File: src/rtl/pic_pair_pkg.sv
package pic_pair_pkg;

  // command-port classes, picked by bits [4:3] of the written byte
  localparam int CMD_SETUP_BIT = 4;
  localparam int CMD_RSEL_BIT  = 3;

  // end-of-interrupt codes in bits [7:5]
  localparam logic [2:0] EOI_LOWEST  = 3'b001;
  localparam logic [2:0] EOI_INDEXED = 3'b011;

  // setup sequencing after a setup command
  typedef enum logic [1:0] {
    PH_IDLE      = 2'd0,
    PH_WANT_BASE = 2'd1,
    PH_WANT_CASC = 2'd2
  } setup_phase_t;

endpackage

File: src/rtl/pic_prio_find.sv
module pic_prio_find #(
  parameter int N = 8,
  localparam int W = $clog2(N)
) (
  input  logic [N-1:0] vec,
  output logic         found,
  output logic [W-1:0] idx
);

  always_comb begin
    found = |vec;
    idx   = '0;
    for (int i = N - 1; i >= 0; i--) begin
      if (vec[i]) idx = i[W-1:0];
    end
  end

endmodule

File: src/rtl/pic_ctrl_core.sv
module pic_ctrl_core
  import pic_pair_pkg::*;
#(
  parameter int N = 8,
  localparam int W = $clog2(N)
) (
  input  logic         clk,
  input  logic         rst_n,
  input  logic         wr_cmd,
  input  logic         wr_data,
  input  logic [7:0]   wdata,
  input  logic [N-1:0] req_set,
  input  logic [N-1:0] drop_mask,
  input  logic         take,
  input  logic         no_isr,
  output logic         any_pend,
  output logic         ok,
  output logic [W-1:0] win_idx,
  output logic [7:0]   vector,
  output logic         rest_pend,
  output logic [N-1:0] pend_q,
  output logic [7:0]   cmd_rdata,
  output logic [7:0]   data_rdata
);

  logic [N-1:0] irr_q, irr_d;
  logic [N-1:0] isr_q, isr_d;
  logic [N-1:0] enb_q, enb_d;
  logic [7:0]   base_q, base_d;
  logic         aeoi_q, aeoi_d;
  logic         x4_q, x4_d;
  logic         rdirr_q, rdirr_d;
  setup_phase_t phase_q, phase_d;

  logic         cfg_en;
  logic [N-1:0] en_pend;
  logic         svc_any;
  logic [W-1:0] svc_idx;
  logic         blocked;
  logic [N-1:0] win_bit, svc_bit;
  logic         is_setup, is_rsel, is_eoi;
  logic [2:0]   eoi_code;
  logic [N-1:0] eoi_clr, take_clr, isr_set;

  assign en_pend = irr_q & enb_q;

  pic_prio_find #(.N(N)) u_win (
    .vec   (en_pend),
    .found (any_pend),
    .idx   (win_idx)
  );

  pic_prio_find #(.N(N)) u_svc (
    .vec   (isr_q),
    .found (svc_any),
    .idx   (svc_idx)
  );

  assign blocked   = svc_any && (svc_idx <= win_idx);
  assign ok        = any_pend && !blocked;
  assign win_bit   = N'(1) << win_idx;
  assign svc_bit   = N'(1) << svc_idx;
  assign rest_pend = |(irr_q & ~win_bit);
  assign vector    = base_q | {{(8 - W){1'b0}}, win_idx};
  assign pend_q    = irr_q;

  // command decode
  assign is_setup = wdata[CMD_SETUP_BIT];
  assign is_rsel  = !wdata[CMD_SETUP_BIT] && wdata[CMD_RSEL_BIT];
  assign is_eoi   = !wdata[CMD_SETUP_BIT] && !wdata[CMD_RSEL_BIT];
  assign eoi_code = wdata[7:5];

  always_comb begin
    eoi_clr = '0;
    if (wr_cmd && is_eoi) begin
      if (eoi_code == EOI_LOWEST)       eoi_clr = svc_any ? svc_bit : '0;
      else if (eoi_code == EOI_INDEXED) eoi_clr = N'(1) << wdata[W-1:0];
    end
  end

  assign take_clr = take ? win_bit : '0;
  assign isr_set  = (take && !no_isr && !aeoi_q) ? win_bit : '0;

  // next state: pending and in-service
  always_comb begin
    irr_d = (irr_q & ~take_clr & ~drop_mask) | req_set;
    isr_d = (isr_q & ~eoi_clr) | isr_set;
  end

  // next state: configuration
  always_comb begin
    base_d  = base_q;
    enb_d   = enb_q;
    aeoi_d  = aeoi_q;
    x4_d    = x4_q;
    rdirr_d = rdirr_q;
    phase_d = phase_q;
    if (wr_cmd && is_setup) begin
      x4_d    = wdata[0];
      phase_d = PH_WANT_BASE;
    end else if (wr_cmd && is_rsel) begin
      rdirr_d = wdata[0];
    end else if (wr_data) begin
      case (phase_q)
        PH_WANT_BASE: begin
          base_d  = wdata;
          phase_d = PH_WANT_CASC;
        end
        PH_WANT_CASC: phase_d = PH_IDLE;
        default: begin
          if (x4_q) begin
            aeoi_d = wdata[1];
            x4_d   = 1'b0;
          end else begin
            enb_d = ~wdata[N-1:0];
          end
        end
      endcase
    end
  end

  assign cfg_en = wr_cmd || wr_data;

  always_ff @(posedge clk or negedge rst_n) begin
    if (!rst_n) begin
      irr_q <= '0;
      isr_q <= '0;
    end else begin
      irr_q <= irr_d;
      isr_q <= isr_d;
    end
  end

  always_ff @(posedge clk or negedge rst_n) begin
    if (!rst_n) begin
      base_q  <= '0;
      enb_q   <= '0;
      aeoi_q  <= 1'b1;
      x4_q    <= 1'b0;
      rdirr_q <= 1'b1;
      phase_q <= PH_IDLE;
    end else if (cfg_en) begin
      base_q  <= base_d;
      enb_q   <= enb_d;
      aeoi_q  <= aeoi_d;
      x4_q    <= x4_d;
      rdirr_q <= rdirr_d;
      phase_q <= phase_d;
    end
  end

  assign cmd_rdata  = 8'(rdirr_q ? irr_q : isr_q);
  assign data_rdata = 8'(~enb_q);


  take_needs_offer_chk: assert property (@(posedge clk) disable iff (!rst_n)
    take |-> ok);


  take_clears_pend_chk: assert property (@(posedge clk) disable iff (!rst_n)
    take && (req_set == '0) |=> irr_q[$past(win_idx)] == 1'b0);


  eoi_indexed_chk: assert property (@(posedge clk) disable iff (!rst_n)
    wr_cmd && (wdata[4:3] == 2'b00) && (wdata[7:5] == EOI_INDEXED) && !take
    |=> !isr_q[$past(wdata[W-1:0])]);


  mask_write_chk: assert property (@(posedge clk) disable iff (!rst_n)
    wr_data && (phase_q == PH_IDLE) && !x4_q |=> data_rdata == $past(wdata));

endmodule

File: src/rtl/pic_cascade_pair.sv
module pic_cascade_pair #(
  parameter int              CTRL_IN     = 8,
  parameter int              ADDR_W      = 8,
  parameter logic [ADDR_W-1:0] MASTER_BASE = 8'h20,
  parameter logic [ADDR_W-1:0] SLAVE_BASE  = 8'hA0,
  parameter int              CASC_IN     = 2,
  localparam int             LINES       = 2 * CTRL_IN,
  localparam int             W           = $clog2(CTRL_IN)
) (
  input  logic              clk,
  input  logic              rst_n,
  input  logic [LINES-1:0]  irq_line,
  input  logic [ADDR_W-1:0] bus_addr,
  input  logic              bus_wr,
  input  logic              bus_rd,
  input  logic [7:0]        bus_wdata,
  output logic [7:0]        bus_rdata,
  output logic              int_out,
  input  logic              int_ack,
  output logic [7:0]        int_vec
);

  localparam int PRI = 0;
  localparam int SEC = 1;

  // reset: asserted asynchronously, released on the clock
  logic rst_meta, rst_q;
  always_ff @(posedge clk or negedge rst_n) begin
    if (!rst_n) begin
      rst_meta <= 1'b0;
      rst_q    <= 1'b0;
    end else begin
      rst_meta <= 1'b1;
      rst_q    <= rst_meta;
    end
  end

  logic [1:0]                 c_sel, c_wr_cmd, c_wr_data;
  logic [1:0]                 c_any, c_ok, c_rest, c_take, c_noisr;
  logic [1:0][CTRL_IN-1:0]    c_req, c_drop, c_pend;
  logic [1:0][W-1:0]          c_win;
  logic [1:0][7:0]            c_vec, c_cmd_rd, c_data_rd;

  logic pri_on_casc, use_pri, use_sec, take, reraise, stale_drop, sec_lines;

  for (genvar g = 0; g < 2; g++) begin : g_ctrl
    localparam logic [ADDR_W-1:0] MY_BASE = (g == PRI) ? MASTER_BASE : SLAVE_BASE;

    assign c_sel[g]     = bus_addr[ADDR_W-1:1] == MY_BASE[ADDR_W-1:1];
    assign c_wr_cmd[g]  = bus_wr && c_sel[g] && !bus_addr[0];
    assign c_wr_data[g] = bus_wr && c_sel[g] &&  bus_addr[0];

    pic_ctrl_core #(.N(CTRL_IN)) u_core (
      .clk        (clk),
      .rst_n      (rst_q),
      .wr_cmd     (c_wr_cmd[g]),
      .wr_data    (c_wr_data[g]),
      .wdata      (bus_wdata),
      .req_set    (c_req[g]),
      .drop_mask  (c_drop[g]),
      .take       (c_take[g]),
      .no_isr     (c_noisr[g]),
      .any_pend   (c_any[g]),
      .ok         (c_ok[g]),
      .win_idx    (c_win[g]),
      .vector     (c_vec[g]),
      .rest_pend  (c_rest[g]),
      .pend_q     (c_pend[g]),
      .cmd_rdata  (c_cmd_rd[g]),
      .data_rdata (c_data_rd[g])
    );
  end

  // cascade resolution
  assign pri_on_casc = c_any[PRI] && (c_win[PRI] == W'(CASC_IN));
  assign use_pri     = c_ok[PRI] && !pri_on_casc;
  assign use_sec     = c_any[PRI] ? (c_ok[PRI] && pri_on_casc && c_ok[SEC]) : c_ok[SEC];
  assign stale_drop  = c_ok[PRI] && pri_on_casc && !c_ok[SEC];
  assign take        = int_ack && int_out;
  assign reraise     = c_take[SEC] && c_rest[SEC];
  assign sec_lines   = |irq_line[LINES-1:CTRL_IN];

  assign int_out = use_pri || use_sec;
  assign int_vec = use_pri ? c_vec[PRI] : (use_sec ? c_vec[SEC] : 8'h00);

  always_comb begin
    c_take[PRI]  = take && (use_pri || (use_sec && c_any[PRI]));
    c_take[SEC]  = take && use_sec;
    c_noisr[PRI] = use_sec;
    c_noisr[SEC] = 1'b0;
    c_drop[PRI]  = stale_drop ? (CTRL_IN'(1) << CASC_IN) : '0;
    c_drop[SEC]  = '0;
    c_req[PRI]   = irq_line[CTRL_IN-1:0]
                 | ((sec_lines || reraise) ? (CTRL_IN'(1) << CASC_IN) : '0);
    c_req[SEC]   = irq_line[LINES-1:CTRL_IN];
  end

  // register read-back
  always_comb begin
    bus_rdata = 8'h00;
    if (bus_rd) begin
      if (c_sel[PRI])      bus_rdata = bus_addr[0] ? c_data_rd[PRI] : c_cmd_rd[PRI];
      else if (c_sel[SEC]) bus_rdata = bus_addr[0] ? c_data_rd[SEC] : c_cmd_rd[SEC];
    end
  end


  reraise_casc_chk: assert property (@(posedge clk) disable iff (!rst_q)
    c_take[SEC] && c_rest[SEC] |=> c_pend[PRI][CASC_IN]);


  stale_drop_chk: assert property (@(posedge clk) disable iff (!rst_q)
    stale_drop && !irq_line[CASC_IN] && !sec_lines |=> !c_pend[PRI][CASC_IN]);


  blocked_pri_quiet_chk: assert property (@(posedge clk) disable iff (!rst_q)
    c_any[PRI] && !c_ok[PRI] |-> !int_out);


  casc_never_vector_chk: assert property (@(posedge clk) disable iff (!rst_q)
    use_pri |-> c_win[PRI] != W'(CASC_IN));


  sec_route_chk: assert property (@(posedge clk) disable iff (!rst_q)
    sec_lines |=> (c_pend[SEC] != '0) && c_pend[PRI][CASC_IN]);

endmodule

File: config.mk
export PLATFORM = sky130hd
export DESIGN_NAME = pic_cascade_pair
export DESIGN_NICKNAME = d
export VERILOG_FILES = /design/src/rtl/pic_pair_pkg.sv /design/src/rtl/pic_prio_find.sv /design/src/rtl/pic_ctrl_core.sv /design/src/rtl/pic_cascade_pair.sv
export SDC_FILE = /design/constraint.sdc
export NUM_CORES = 1
export LEC_CHECK = 0
export ABC_AREA = 1
export BUFFER_PORTS_ARGS = -buffer_cell sky130_fd_sc_hd__buf_2
export CAP_MARGIN = 20
export CORE_ASPECT_RATIO = 0.5
export CORE_MARGIN = 4
export CORE_UTILIZATION = 30
export DETAILED_ROUTE_END_ITERATION = 12
export HOLD_SLACK_MARGIN = 0.08
export PLACE_DENSITY = 0.59
export SLEW_MARGIN = 20
export SYNTH_ARGS = -nofsm -noshare
export SYNTH_HDL_FRONTEND = slang
export SYNTH_SLANG_ARGS = --single-unit
File: constraint.sdc
create_clock -name clk -period 4.2 [get_ports clk]
set_clock_uncertainty 0.2 [all_clocks]
set_input_delay 0.42 -clock clk [delete_from_list [all_inputs] [get_ports clk]]
set_output_delay 0.42 -clock clk [all_outputs]
set_load 0.005 [all_outputs]
# Word level (Yosys, flattened, before mapping)
# Cells that the tools add are included.
[word_totals] regBits=76 in_bits=37 out_inout_bits=17 elab_cells=211
[op_classes] n_lt_le_gt_ge=2 eq_ne=13 shifts=5 n_mux=71 bitwise=32 reduce_logical=70
[ops] op="$mux W8" count=20
[ops] op="$mux W3" count=34
[ops] op="$and A8 B8 Y8" count=8
[ops] op="$not A8 Y8" count=8
[ops] op="$reduce_or A8 Y1" count=6
[ops] op="$shl A1 B3 Y8 const A" count=5
[ops] op="$or A8 B8 Y8" count=4
[ops] op="$logic_and A1 B1 Y1" count=31
[ops] op="$or A8 B3 Y8" count=3
[ops] op="$reduce_and A6 Y1" count=4
[ops] op="$reduce_and A4 Y1" count=4
[ops] op="$mux W2" count=6
[ops] op="$logic_not A1 Y1" count=10
[ops] op="$reduce_and A5 Y1" count=2
[ops] op="$mux W1" count=9
[ops] op="$ne A2 B1 Y1 const B" count=4
[ops] op="$not A1 Y1" count=8
[ops] op="$not A3 Y8" count=1
[ops] op="$pmux W2 S2" count=2
[ops] op="$eq A7 B5 Y1 const B" count=1
[ops] op="$eq A7 B7 Y1 const B" count=1
[ops] op="$eq A3 B2 Y1 const B" count=2
[ops] op="$le A3 B3 Y1" count=2
[ops] op="$reduce_and A3 Y1" count=2
[ops] op="other kinds (7)" count=16

# Longest topological paths before layout
# Gate-level depths: netlist of the first run.
[logic_depth] ltp_word=24 depth_mapped=23 mapped_depth_nobuf=23

# Hierarchy
# A second synthesis of the first run with hierarchy kept.
[hier_totals] hier_cells=803 hier_area_um2=5768.0
[by_module_without_submodules] mod="pic_ctrl_core" n_inst=2 cells_each=284 area_per_inst_um2=2318.5 seq_area_each_um2=928.4
[by_module_without_submodules] mod="pic_cascade_pair" n_inst=1 cells_each=147 area_per_inst_um2=735.7 seq_area_each_um2=50.0
[by_module_without_submodules] mod="pic_prio_find" n_inst=4 cells_each=22 area_per_inst_um2=98.8 seq_area_each_um2=0.0

# Worst setup path after synthesis of the first run
# Ideal clock, no wire load.
[synth_path] path_kind="reg-to-output" startpoint="register g_ctrl[0].u_core.isr_q[7]" endpoint="output port int_vec[0]" arrival_ns=2.234 required_time_ns=3.580 slack_ns=1.346 path_stages_with_launch=16 n_path_buf=0 cell_sequence="dfrtp_1 > nor2_2 > nand2_1 > o21ai_0 > inv_1 > ha_1 > nand2_1 > o21ai_0 > nand2_1 > nand2_1 > nand2_1 > inv_2 > nand4_2 > nand2_4 > nand2_2 > o21ai_0"
[synth_via] elab_chain_cells=17 elab_cells_between_ends=19 cone_classes="1 x order compare; 11 x mux; 7 x reduce/logical"
[synth_lines] element="start: declaration" line="pic_ctrl_core.sv:27" source="logic [N-1:0] isr_q, isr_d;"
[synth_lines] element="start signal: assignment" line="pic_ctrl_core.sv:130" source="isr_q <= isr_d;"
[synth_lines] element="$mux W3 (8 in series)" line="pic_prio_find.sv:14" source="if (vec[i]) idx = i[W-1:0];"
[synth_lines] element="$le A3 B3 Y1" line="pic_ctrl_core.sv:59" source="assign blocked = svc_any && (svc_idx <= win_idx);"
[synth_lines] element="$logic_and A1 B1 Y1 (*)" line="pic_ctrl_core.sv:59"
[synth_lines] element="$logic_not A1 Y1 (*)" line="pic_ctrl_core.sv:60" source="assign ok = any_pend && !blocked;"
[synth_lines] element="$logic_and A1 B1 Y1 (*)" line="pic_ctrl_core.sv:60"
[synth_lines] element="$logic_and A1 B1 Y1 (2 in series)" line="pic_cascade_pair.sv:77" source="assign use_sec = c_any[PRI] ? (c_ok[PRI] && pri_on_casc && c_ok[SEC]) : c_ok[SEC];"
[synth_lines] element="$mux W1" line="pic_cascade_pair.sv:77"
[synth_lines] element="$mux W8" line="pic_cascade_pair.sv:84" source="assign int_vec = use_pri ? c_vec[PRI] : (use_sec ? c_vec[SEC] : 8'h00);"
[synth_lines] element="$mux W8 (*)" line="pic_cascade_pair.sv:84"
[synth_lines] element="end: declaration" line="pic_cascade_pair.sv:20" source="output logic [7:0] int_vec"
# Every way passes the cells marked *; elsewhere a longest branch is shown, timed or not.

# Worst setup path after layout of the first run
[layout_path] startpoint="register g_ctrl[1].u_core.enb_q[0]" endpoint="output port int_vec[0]"
[layout_via] elab_chain_cells=10 elab_cells_between_ends=12 cone_classes="1 x order compare; 4 x mux; 2 x bitwise; 5 x reduce/logical"
[layout_lines] element="start: declaration" line="pic_ctrl_core.sv:28" source="logic [N-1:0] enb_q, enb_d;"
[layout_lines] element="start signal: assignment" line="pic_ctrl_core.sv:144" source="enb_q <= enb_d;"
[layout_lines] element="$and A8 B8 Y8 (*)" line="pic_ctrl_core.sv:45" source="assign en_pend = irr_q & enb_q;"
[layout_lines] element="$mux W3" line="pic_prio_find.sv:14"
[layout_lines] element="$le A3 B3 Y1" line="pic_ctrl_core.sv:59"
[layout_lines] element="$logic_and A1 B1 Y1" line="pic_ctrl_core.sv:59"
[layout_lines] element="$logic_not A1 Y1" line="pic_ctrl_core.sv:60"
[layout_lines] element="$logic_and A1 B1 Y1" line="pic_ctrl_core.sv:60"
[layout_lines] element="$logic_and A1 B1 Y1" line="pic_cascade_pair.sv:77"
[layout_lines] element="$mux W1" line="pic_cascade_pair.sv:77"
[layout_lines] element="$mux W8 (*) (2 in series)" line="pic_cascade_pair.sv:84"
# Marks and branches as above.

==> reports/results.ini, run 1 <==
[layout]
num_antenna_cells = 0
area_delta_synth_final_pct = 18.3
layout-drive-gt1-share_pct = 15.8
final_core_util_pct = 37.2
fin_nets = 755
fillCellCount = 1570

[placement]
io_buffer_count = 53
hpwl_microns = 11400
place_congestion = 0.943

[synthesis]
yosysWarnings = 0
synth.avg_cell_area_sq_um = 7.22
ys_types = 45
seq_area_frac_synth_pct = 40.8
synth_edf_count = 0
synth.area.top_cells = dfrtp_1, nand2_1, o21ai_0, inv_1, a21oi_1
syn_nets = 694
synth_seq_cells = 76
synthTopCellsByCount = nand2_1, dfrtp_1, inv_1
synth_most_common_cell = nand2_1
syn-cell-area_sq_um = 4670
synth_flop_cell = dfrtp_1
ys_async_sr_fraction_pct = 100
postSynthCellCount = 647
yosys.area.top_type = dfrtp_1
synth_top_area_share_pct = 38.6

[cts]
tritoncts = yes
clk_pin_slew_ns = 0.06
cts.sinks = 76
cts-root-buf = clkbuf_16
clock_latency_ns = 0.34
cts_setup_buffers = 0
cts_buffers = 9
clk_path_buf_depth = 2
cts_htree_levels = 3
cts_hold_buf = 8
cts_resized = 0

[drt]
vias_per_cell = 5.06
drc = 0
route.vias.total = 4611
drt_wl_total_microns = 14600
drt_iter0_drc = 391
ant_nets = 0
avgRoutedWirePerCell_microns = 16.0
dr.pass1.iters = 6

[floorplanning]
rows = 31
core-area_sq_um = 14900
die-area_sq_um = 17800
dieHeight_microns = 96.3
start_util_pct = 31.5
dieWidth_microns = 185
ios = 54

[sta]
setup_viol = 0
hold_violations = 0
max_slew_margin_pct = 33.2
fin_crit_ns = 3.73
maxSlewViolCount = 0
timing.fmax_mhz = 268
worst_pin_slew_ns = 0.996
period_share_pct = 88.7
rsz0062_at_grt = false
setup_tns_ns = 0

[worst_hold_path]
min_path_type = input port to register
worstHoldStart = irq_line[13]

[job]
drv_cap = 0

[pwr]
p_leak_nw = 2.69
peakVddDrop_uv = 124
switchingPower_w = 0.000410
power.density_nw_per_um2 = 303
p_int_w = 0.00127
clkPwrFrac_pct = 47.5
power_frac_comb_pct = 6.9
p_seq_share_pct = 45.5
swShare_pct = 24.5

[run_status]
status = completed

[setup_path]
worstPathRequired_ns = 3.58
startpoint_type = register
r2r_start = g_ctrl[1].u_core.enb_q[0]
worstPathMaxFanout = 8
worstSetupPathType = register to primary output
arrival_ns = 3.11
worst_setup_path_end_kind = primary output
crit_start = g_ctrl[1].u_core.enb_q[0]

[global_routing]
overflow = 0
grt_max_degree = 45
grt_pass1_wl_microns = 23600
grtUsageTotal_pct = 17.2
first_global_vias = 4442
antenna_found_initial = 0

==> cells in the final DEF, fill, tap and decap left out, types with 3 or more instances in the layout <==
| master | Yosys | final |
|---|---|---|
| nand2_1 | 200 | 200 |
| dfrtp_1 | 72 | 71 |
| inv_1 | 66 | 66 |
| o21ai_0 | 60 | 60 |
| buf_2 | 3 | 53 |
| nor2_1 | 40 | 40 |
| a21oi_1 | 38 | 38 |
| nand3_1 | 34 | 34 |
| o21ai_1 | 20 | 20 |
| ha_1 | 10 | 10 |
| clkbuf_16 | 0 | 9 |
| nand4_1 | 8 | 8 |
| o21bai_2 | 8 | 8 |
| dlygate4sd3_1 | 0 | 8 |
| inv_2 | 7 | 7 |
| nor3_1 | 7 | 7 |
| nand3b_1 | 7 | 7 |
| a31oi_1 | 6 | 6 |
| nor2_2 | 5 | 5 |
| nand2_2 | 4 | 4 |
| dfstp_2 | 4 | 4 |
| clkinv_1 | 3 | 3 |
| a22oi_1 | 3 | 3 |
==> registers in the layout (all words and copies together), names as in the netlist <==
register	flops
g_ctrl.u_core.base_q	16
g_ctrl.u_core.enb_q	16
rst_q	1
g_ctrl.u_core.rdirr_q	2
g_ctrl.u_core.x4_q	2
g_ctrl.u_core.phase_q	4
rst_meta	1
g_ctrl.u_core.pend_q	16
g_ctrl.u_core.aeoi_q	2
g_ctrl.u_core.isr_q	16
==> power groups by stage <==
stage | Clock [W] | Sequential (W) | Combinational, W
6_report | 0.000796 | 0.000763 | 0.000116
5_1_grt | 0.000845 | 0.000766 | 0.000132
2_1_floorplan | 0 | 0.000775 | 0.0000619
3_3_place_gp | 0 | 0.000777 | 0.000110
4_1_cts | 0.000815 | 0.000763 | 0.000117
3_5_place_dp | 0 | 0.000777 | 0.000110
==> layout make-up <==
| cell class | count | area [sq um] | share of cell area (%) |
|---|---|---|---|
| multi-input combinational | 482 | 2420 | 43.8 |
| clock buffer | 11 | 243 | 4.39 |
| tap | 198 | 248 | 4.48 |
| inverter | 77 | 290 | 5.25 |
| clock inverter | 5 | 60.1 | 1.09 |
| timing repair buffer | 62 | 353 | 6.38 |
| sequential | 76 | 1910 | 34.6 |
==> layer usage <==
metal | part of all wire, % | global-route usage (%)
met5 | 0 | 0
met4 | 2.3 | 6.21
met3 | 7.5 | 3.55
met2 | 44 | 27.0
met1 | 46 | 23.7
==> worst max-delay path, cell delays in order (launching register included) <==
cell and delay [ns]:
dfrtp_1 0.42, nand2_1 0.20, nand2_1 0.15, nor3_4 0.39
inv_2 0.11, ha_1 0.34, nand2_1 0.06, o21ai_0 0.14
nand2_1 0.07, o21ai_0 0.10, nand2_1 0.19, inv_2 0.21
nand2_2 0.11, o21ai_0 0.16, buf_2 0.14
==> kinds of logic (layout without fill, tap and decap cells) <==
group	Yosys count	in the layout	share of synthesized area, %
AND/OR/NAND/NOR	319	319	30.3
flip-flops	76	76	40.8
AO/OA/AOI/OAI	152	152	18.8
other	1	1	0.0802
adder cells (fa/ha/maj)	10	10	2.68
buffers and inverters	89	155	7.34
==> path summary, 6_finish.rpt <==
| kind | cells past startpoint | to | slack, ns |
|---|---|---|---|
| setup / recovery | 14 | int_vec[0] | 0.47 |
| hold / removal | 2 | g_ctrl[1].u_core.pend_q[5] | 0.09 |
| setup reg to reg | 15 | g_ctrl[1].u_core.isr_q[1] | 1.00 |
| hold reg to reg | 0 | g_ctrl[0].u_core.phase_q[0] | 0.13 |
| max in group asynchronous | 1 | g_ctrl[0].u_core.rdirr_q | 2.80 |
| min in group asynchronous | 0 | g_ctrl[0].u_core.phase_q[0] | 0.13 |
==> per-stage QoR <==
step / setup WS (ns) / hold slack (ns) / cells / total power, W / area (sq um)
4_1_cts: 0.532 / 0.0808 / 911 / 0.00169 / 5530
3_3_place_gp: 1.06 / 0.00578 / 887 / 0.000886 / 5140
5_1_grt: 0.116 / 0.0881 / 911 / 0.00174 / 5530
2_1_floorplan: 1.35 / -0.0756 / 647 / 0.000836 / 4670
3_5_place_dp: 0.917 / 0.00969 / 887 / 0.000887 / 5140
6_report: 0.475 / 0.0892 / 911 / 0.00168 / 5530
(Power assumes the default switching activity.)
==> inputs of run 2 (changes only) <==
- MAX_ROUTING_LAYER: not set -> met4
==> reports/results.ini, run 2 (synthesis results as in run 1) <==
[floorplanning]
die-area_sq_um = 17800  ; unchanged
dieHeight_microns = 96.3  ; unchanged
dieWidth_microns = 185  ; unchanged
start_util_pct = 31.5  ; unchanged
rows = 31  ; unchanged
ios = 54  ; unchanged
core-area_sq_um = 14900  ; unchanged

[pwr]
power.density_nw_per_um2 = 304  ; was 303 nW/um^2
p_leak_nw = 2.68  ; was 2.69 nW
peakVddDrop_uv = 133  ; was 124 uV

[layout]
fillCellCount = 1554  ; was 1,570
num_antenna_cells = 0  ; unchanged
final_cells = 910  ; was 911
final_cell_mix = nand2_1, dfrtp_1, inv_1, o21ai_0, buf_2  ; unchanged
layout-drive-gt1-share_pct = 16.0  ; was 15.8%
fin_nets = 754  ; was 755
area_delta_synth_final_pct = 18.0  ; was 18.3%
final_common_cell = nand2_1  ; unchanged

[sta]
whs_ns = 0.0875  ; was 0.0892 ns
hold_violations = 0  ; unchanged
max_slew_margin_pct = 32.7  ; was 33.2%
period_share_pct = 87.1  ; was 88.7%
fin_crit_ns = 3.66  ; was 3.73 ns
worst_pin_slew_ns = 1.00  ; was 0.996 ns
setup_viol = 0  ; unchanged
setup_tns_ns = 0  ; unchanged
timing.fmax_mhz = 273  ; was 268 MHz
maxSlewViolCount = 0  ; unchanged
rsz0062_at_grt = false  ; unchanged

[placement]
placed_cells = 887  ; unchanged
place_congestion = 0.955  ; was 0.943
hpwl_microns = 11300  ; was 11,400 microns
io_buffer_count = 53  ; unchanged

[setup_path]
worstPathMaxFanout = 8  ; unchanged
crit_start = g_ctrl[1].u_core.pend_q[0]  ; was g_ctrl[1].u_core.enb_q[0]
slowest_delay_ns = 0.41  ; was 0.42 ns
worstSetupPathType = register to primary output  ; unchanged
crit_top_cell = nand2_1  ; unchanged
worstPathRequired_ns = 3.58  ; about the same
r2r_start = g_ctrl[1].u_core.pend_q[0]  ; was g_ctrl[1].u_core.enb_q[0]
cp_slowest_cell = dfrtp_1  ; unchanged
reg2reg_slack_ns = 1.06  ; was 1.00 ns
worst_setup_path_end_kind = primary output  ; unchanged
crit_chain = nand2_1 -> nand2_1 -> nor3_4 -> inv_2 -> ha_1 -> nand2_1 -> o21ai_0 -> nand2_1 -> o21ai_0 -> nand2_1 -> inv_2 -> nand2_2 -> o21ai_0 -> buf_2  ; unchanged
arrival_ns = 3.04  ; was 3.11 ns
startpoint_type = register  ; unchanged
cp_num_buf_inv = 3  ; unchanged
cpLargestDelayFamily = simple AND/OR/NAND/NOR gates  ; unchanged

[drt]
drt_wl_total_microns = 14600  ; about the same
drt_iter0_drc = 455  ; was 391
route.vias.total = 4600  ; was 4,611
drc = 0  ; unchanged
avgRoutedWirePerCell_microns = 16.0  ; about the same
vias_per_cell = 5.05  ; was 5.06
ant_nets = 0  ; unchanged
dr.pass1.iters = 5  ; was 6

[global_routing]
grt_max_degree = 45  ; unchanged
grt_pass1_wl_microns = 23200  ; was 23,600 microns
first_global_vias = 4298  ; was 4,442
overflow = 0  ; unchanged
antenna_found_initial = 0  ; unchanged
grtUsageTotal_pct = 17.4  ; was 17.2%

[cts]
cts_htree_levels = 3  ; unchanged
clock_latency_ns = 0.34  ; about the same
cts.sinks = 76  ; unchanged
tritoncts = yes  ; unchanged
cts_buffers = 9  ; unchanged
cts-root-buf = clkbuf_16  ; unchanged
cts_resized = 0  ; unchanged
clk_pin_slew_ns = 0.07  ; was 0.06 ns
clk_path_buf_depth = 2  ; unchanged

[run_status]
status = completed  ; unchanged

[worst_hold_path]
worstHoldStart = irq_line[10]  ; was irq_line[13]
min_path_type = input port to register  ; unchanged

[job]
drv_cap = 0  ; unchanged

run 2: cell count changes in the layout (fill, tap and decap cells not counted):
cell           previous run  this run
clkbuf_1                  1         0
clkbuf_8                  1         0
clkinv_2                  2         3
dlygate4sd3_1             8         7
inv_6                     1         2
run 2: repair_timing:
action,in CTS,in global routing
hold buffers,7,0
buffers inserted,0,0
endpoints found under the hold margin,8,0
run 2: final timing paths:
path / to / cells after the start
max in group asynchronous: g_ctrl[0].u_core.rdirr_q / 1
worst max register to register: g_ctrl[1].u_core.isr_q[1] / 15
min in group asynchronous: g_ctrl[1].u_core.phase_q[1] / 0
worst max-delay path: int_vec[0] / 14
worst min-delay path: g_ctrl[1].u_core.pend_q[2] / 2
worst min register to register: g_ctrl[1].u_core.phase_q[1] / 0
run 2: metal layers:
| metal | GRT usage, % | wire length, microns |
|---|---|---|
| met2 | 25.9 | 6360 |
| met5 | - | 0 |
| met3 | 3.51 | 999 |
| met1 | 24.0 | 6850 |
| met4 | 5.47 | 343 |
run 2: final cells by class:
cell class / instances / area [sq um] / area share (%)
Clock buffer: 9 / 225 / 4.08
Clock inverter: 7 / 73.8 / 1.34
Inverter: 77 / 290 / 5.26
Multi-Input combinational cell: 482 / 2420 / 44.0
Sequential cell: 76 / 1910 / 34.6
Tap cell: 198 / 248 / 4.49
Timing Repair Buffer: 61 / 343 / 6.22
run 2: worst reg2reg max path, delay by kind of cell (launching register included):
family,cells,cell delay [ns]
AO/OA/AOI/OAI,3,0.36
adder cells (fa/ha/maj),1,0.33
buffers and inverters,3,0.43
flip-flops,1,0.41
AND/OR/NAND/NOR,8,1.32
run 2: power by group:
part           switching (W)  internal [W]  total [W]
combinational      0.0000756     0.0000402   0.000116
clock               0.000334      0.000464   0.000798
sequential         0.0000171      0.000746   0.000763
total               0.000427       0.00125    0.00168
run 2: stage by stage:
step | total power (W) | util (%) | setup slack, ns | cell area [sq um]
floorplan | 0.000836 | - | 1.35 | 4670
global placement | 0.000886 | 34.6 | 1.04 | 5140
detailed placement | 0.000887 | 34.6 | 0.939 | 5140
CTS | 0.00169 | 37.1 | 0.532 | 5510
global route | 0.00174 | 37.1 | 0.170 | 5510
finish | 0.00168 | 37.1 | 0.543 | 5510
==> inputs of run 3 (changes only) <==
- PLACE_DENSITY: 0.59 -> 0.45
==> reports/results.ini, run 3 (synthesis results as in run 1) <==
[placement]
io_buffer_count = 53  ; unchanged
hpwl_microns = 12600  ; was 11,300 microns
place_congestion = 0.888  ; was 0.955
placed_cells = 887  ; unchanged
placed_area_sq_um = 5140  ; about the same

[cts]
tritoncts = yes  ; unchanged
clock_latency_ns = 0.35  ; was 0.34 ns
clk_path_buf_depth = 2  ; unchanged
cts_resized = 0  ; unchanged
cts_htree_levels = 3  ; unchanged
cts.sinks = 76  ; unchanged
cts_hold_buf = 8  ; was 7
cts_setup_buffers = 0  ; unchanged
cts-root-buf = clkbuf_16  ; unchanged
clk_pin_slew_ns = 0.06  ; was 0.07 ns
cts_buffers = 9  ; unchanged

[drt]
drt_iter0_drc = 336  ; was 455
drc = 0  ; unchanged
drt_wl_total_microns = 16100  ; was 14,600 microns
route.vias.total = 4591  ; was 4,600
ant_nets = 0  ; unchanged
dr.pass1.iters = 5  ; unchanged
vias_per_cell = 5.02  ; was 5.05
avgRoutedWirePerCell_microns = 17.6  ; was 16.0 microns

[layout]
final_common_cell = nand2_1  ; unchanged
layout-drive-gt1-share_pct = 15.9  ; was 16.0%
final_cell_area_sq_um = 5600  ; was 5510 sq um
regArea_sq_um = 1910  ; unchanged
area_delta_synth_final_pct = 19.9  ; was 18.0%
fillCellCount = 1590  ; was 1,554
final_cells = 915  ; was 910
multiInputGateArea_sq_um = 2420  ; unchanged
final_cell_mix = nand2_1, dfrtp_1, inv_1, o21ai_0, buf_2  ; unchanged
fin_nets = 759  ; was 754
final_core_util_pct = 37.7  ; was 37.1%
num_antenna_cells = 0  ; unchanged

[setup_path]
startpoint_type = register  ; unchanged
crit_chain = nand2_1 -> nand2_1 -> a21oi_2 -> inv_1 -> ha_1 -> nand2_1 -> o21ai_0 -> nand2_1 -> o21ai_0 -> nand2_1 -> inv_2 -> nand2_2 -> o21ai_0 -> buf_2  ; was nand2_1 -> nand2_1 -> nor3_4 -> inv_2 -> ha_1 -> nand2_1 -> o21ai_0 -> nand2_1 -> o21ai_0 -> nand2_1 -> inv_2 -> nand2_2 -> o21ai_0 -> buf_2
arrival_ns = 3.19  ; was 3.04 ns
worstPathMaxFanout = 8  ; unchanged
worst_setup_path_end_kind = primary output  ; unchanged
crit_top_cell = nand2_1  ; unchanged
cp_slowest_cell = dfrtp_1  ; unchanged
slowest_delay_ns = 0.42  ; was 0.41 ns
worstSetupPathType = register to primary output  ; unchanged
worstPathRequired_ns = 3.58  ; about the same
crit_start = g_ctrl[1].u_core.pend_q[0]  ; unchanged
r2r_start = g_ctrl[1].u_core.pend_q[0]  ; unchanged

[sta]
timing.fmax_mhz = 262  ; was 273 MHz
worst_pin_slew_ns = 0.675  ; was 1.00 ns
fin_crit_ns = 3.81  ; was 3.66 ns
setup_viol = 0  ; unchanged
setup_tns_ns = 0  ; unchanged
rsz0062_at_grt = false  ; unchanged
max_slew_margin_pct = 54.8  ; was 32.7%
hold_violations = 0  ; unchanged
maxSlewViolCount = 0  ; unchanged
period_share_pct = 90.8  ; was 87.1%

[global_routing]
overflow = 0  ; unchanged
antenna_found_initial = 0  ; unchanged
grt_pass1_wl_microns = 25500  ; was 23,200 microns
grt_max_degree = 75  ; was 45
grtUsageTotal_pct = 19.5  ; was 17.4%
first_global_vias = 4504  ; was 4,298

[floorplanning]
dieHeight_microns = 96.3  ; unchanged
ios = 54  ; unchanged
start_util_pct = 31.5  ; unchanged
die-area_sq_um = 17800  ; unchanged
dieWidth_microns = 185  ; unchanged
core-area_sq_um = 14900  ; unchanged
rows = 31  ; unchanged

[pwr]
peakVddDrop_uv = 200  ; was 133 uV
power.density_nw_per_um2 = 310  ; was 304 nW/um^2
p_leak_nw = 2.72  ; was 2.68 nW

[worst_hold_path]
min_path_type = input port to register  ; unchanged
worstHoldStart = irq_line[6]  ; was irq_line[10]

[run_status]
status = completed  ; unchanged

[job]
drv_cap = 0  ; unchanged

run 3: cell count changes in the layout (fill, tap and decap cells not counted):
cell | previous run | this run
clkbuf_1 | 0 | 1
buf_16 | 0 | 1
clkinv_4 | 1 | 2
bufinv_16 | 1 | 2
dlygate4sd3_1 | 7 | 11
inv_6 | 2 | 0
clkinv_2 | 3 | 2
run 3: power by group:
group	leakage [nW]	internal [W]	switching, W	total, W
sequential	0.893	0.000746	0.00000968	0.000756
clock	0.153	0.000522	0.000328	0.000850
combinational	1.67	0.0000452	0.0000878	0.000133
run 3: layer usage:
metal  wire, microns  global-route usage [%]  share of wire (%)
met5               0                       -                  0
met4             227                    4.49                1.4
met3            1040                    5.81                6.4
met2            6590                    27.9                 41
met1            8260                    27.2                 51
run 3: final timing paths:
kind | to | slack (ns) | cells past startpoint
worst max-delay path | int_vec[1] | 0.39 | 14
worst min-delay path | g_ctrl[0].u_core.pend_q[6] | 0.09 | 3
worst max register to register | g_ctrl[1].u_core.isr_q[0] | 0.91 | 15
worst min register to register | g_ctrl[0].u_core.aeoi_q | 0.10 | 0
max in group asynchronous | g_ctrl[0].u_core.phase_q[1] | 2.60 | 1
min in group asynchronous | g_ctrl[0].u_core.aeoi_q | 0.10 | 0
run 3: worst max-delay path, delay by kind of cell, from the launching register on:
| family | cells | cell delay, ns |
|---|---|---|
| buf+inv | 3 | 0.54 |
| compound gates | 4 | 0.78 |
| fa+ha+maj | 1 | 0.33 |
| simple gates | 6 | 0.77 |
| flops | 1 | 0.42 |
run 3: cell type report:
type	count	area share, %
clock inverters	6	1.61
well taps	198	4.42
multi-input cells	482	43.3
repair buffers	66	7.33
inverters	77	5.18
flip-flops and latches	76	34.1
clock buffers	10	4.09
run 3: through the flow:
step | total power (W) | hold slack [ns] | worst slack, ns
after global routing | 0.00181 | 0.0898 | 0.0876
after global placement | 0.000892 | 0.0102 | 0.800
after CTS | 0.00176 | 0.0838 | 0.410
after floorplan | 0.000836 | -0.0756 | 1.35
after detailed placement | 0.000891 | 0.0110 | 0.784
final | 0.00174 | 0.0912 | 0.387
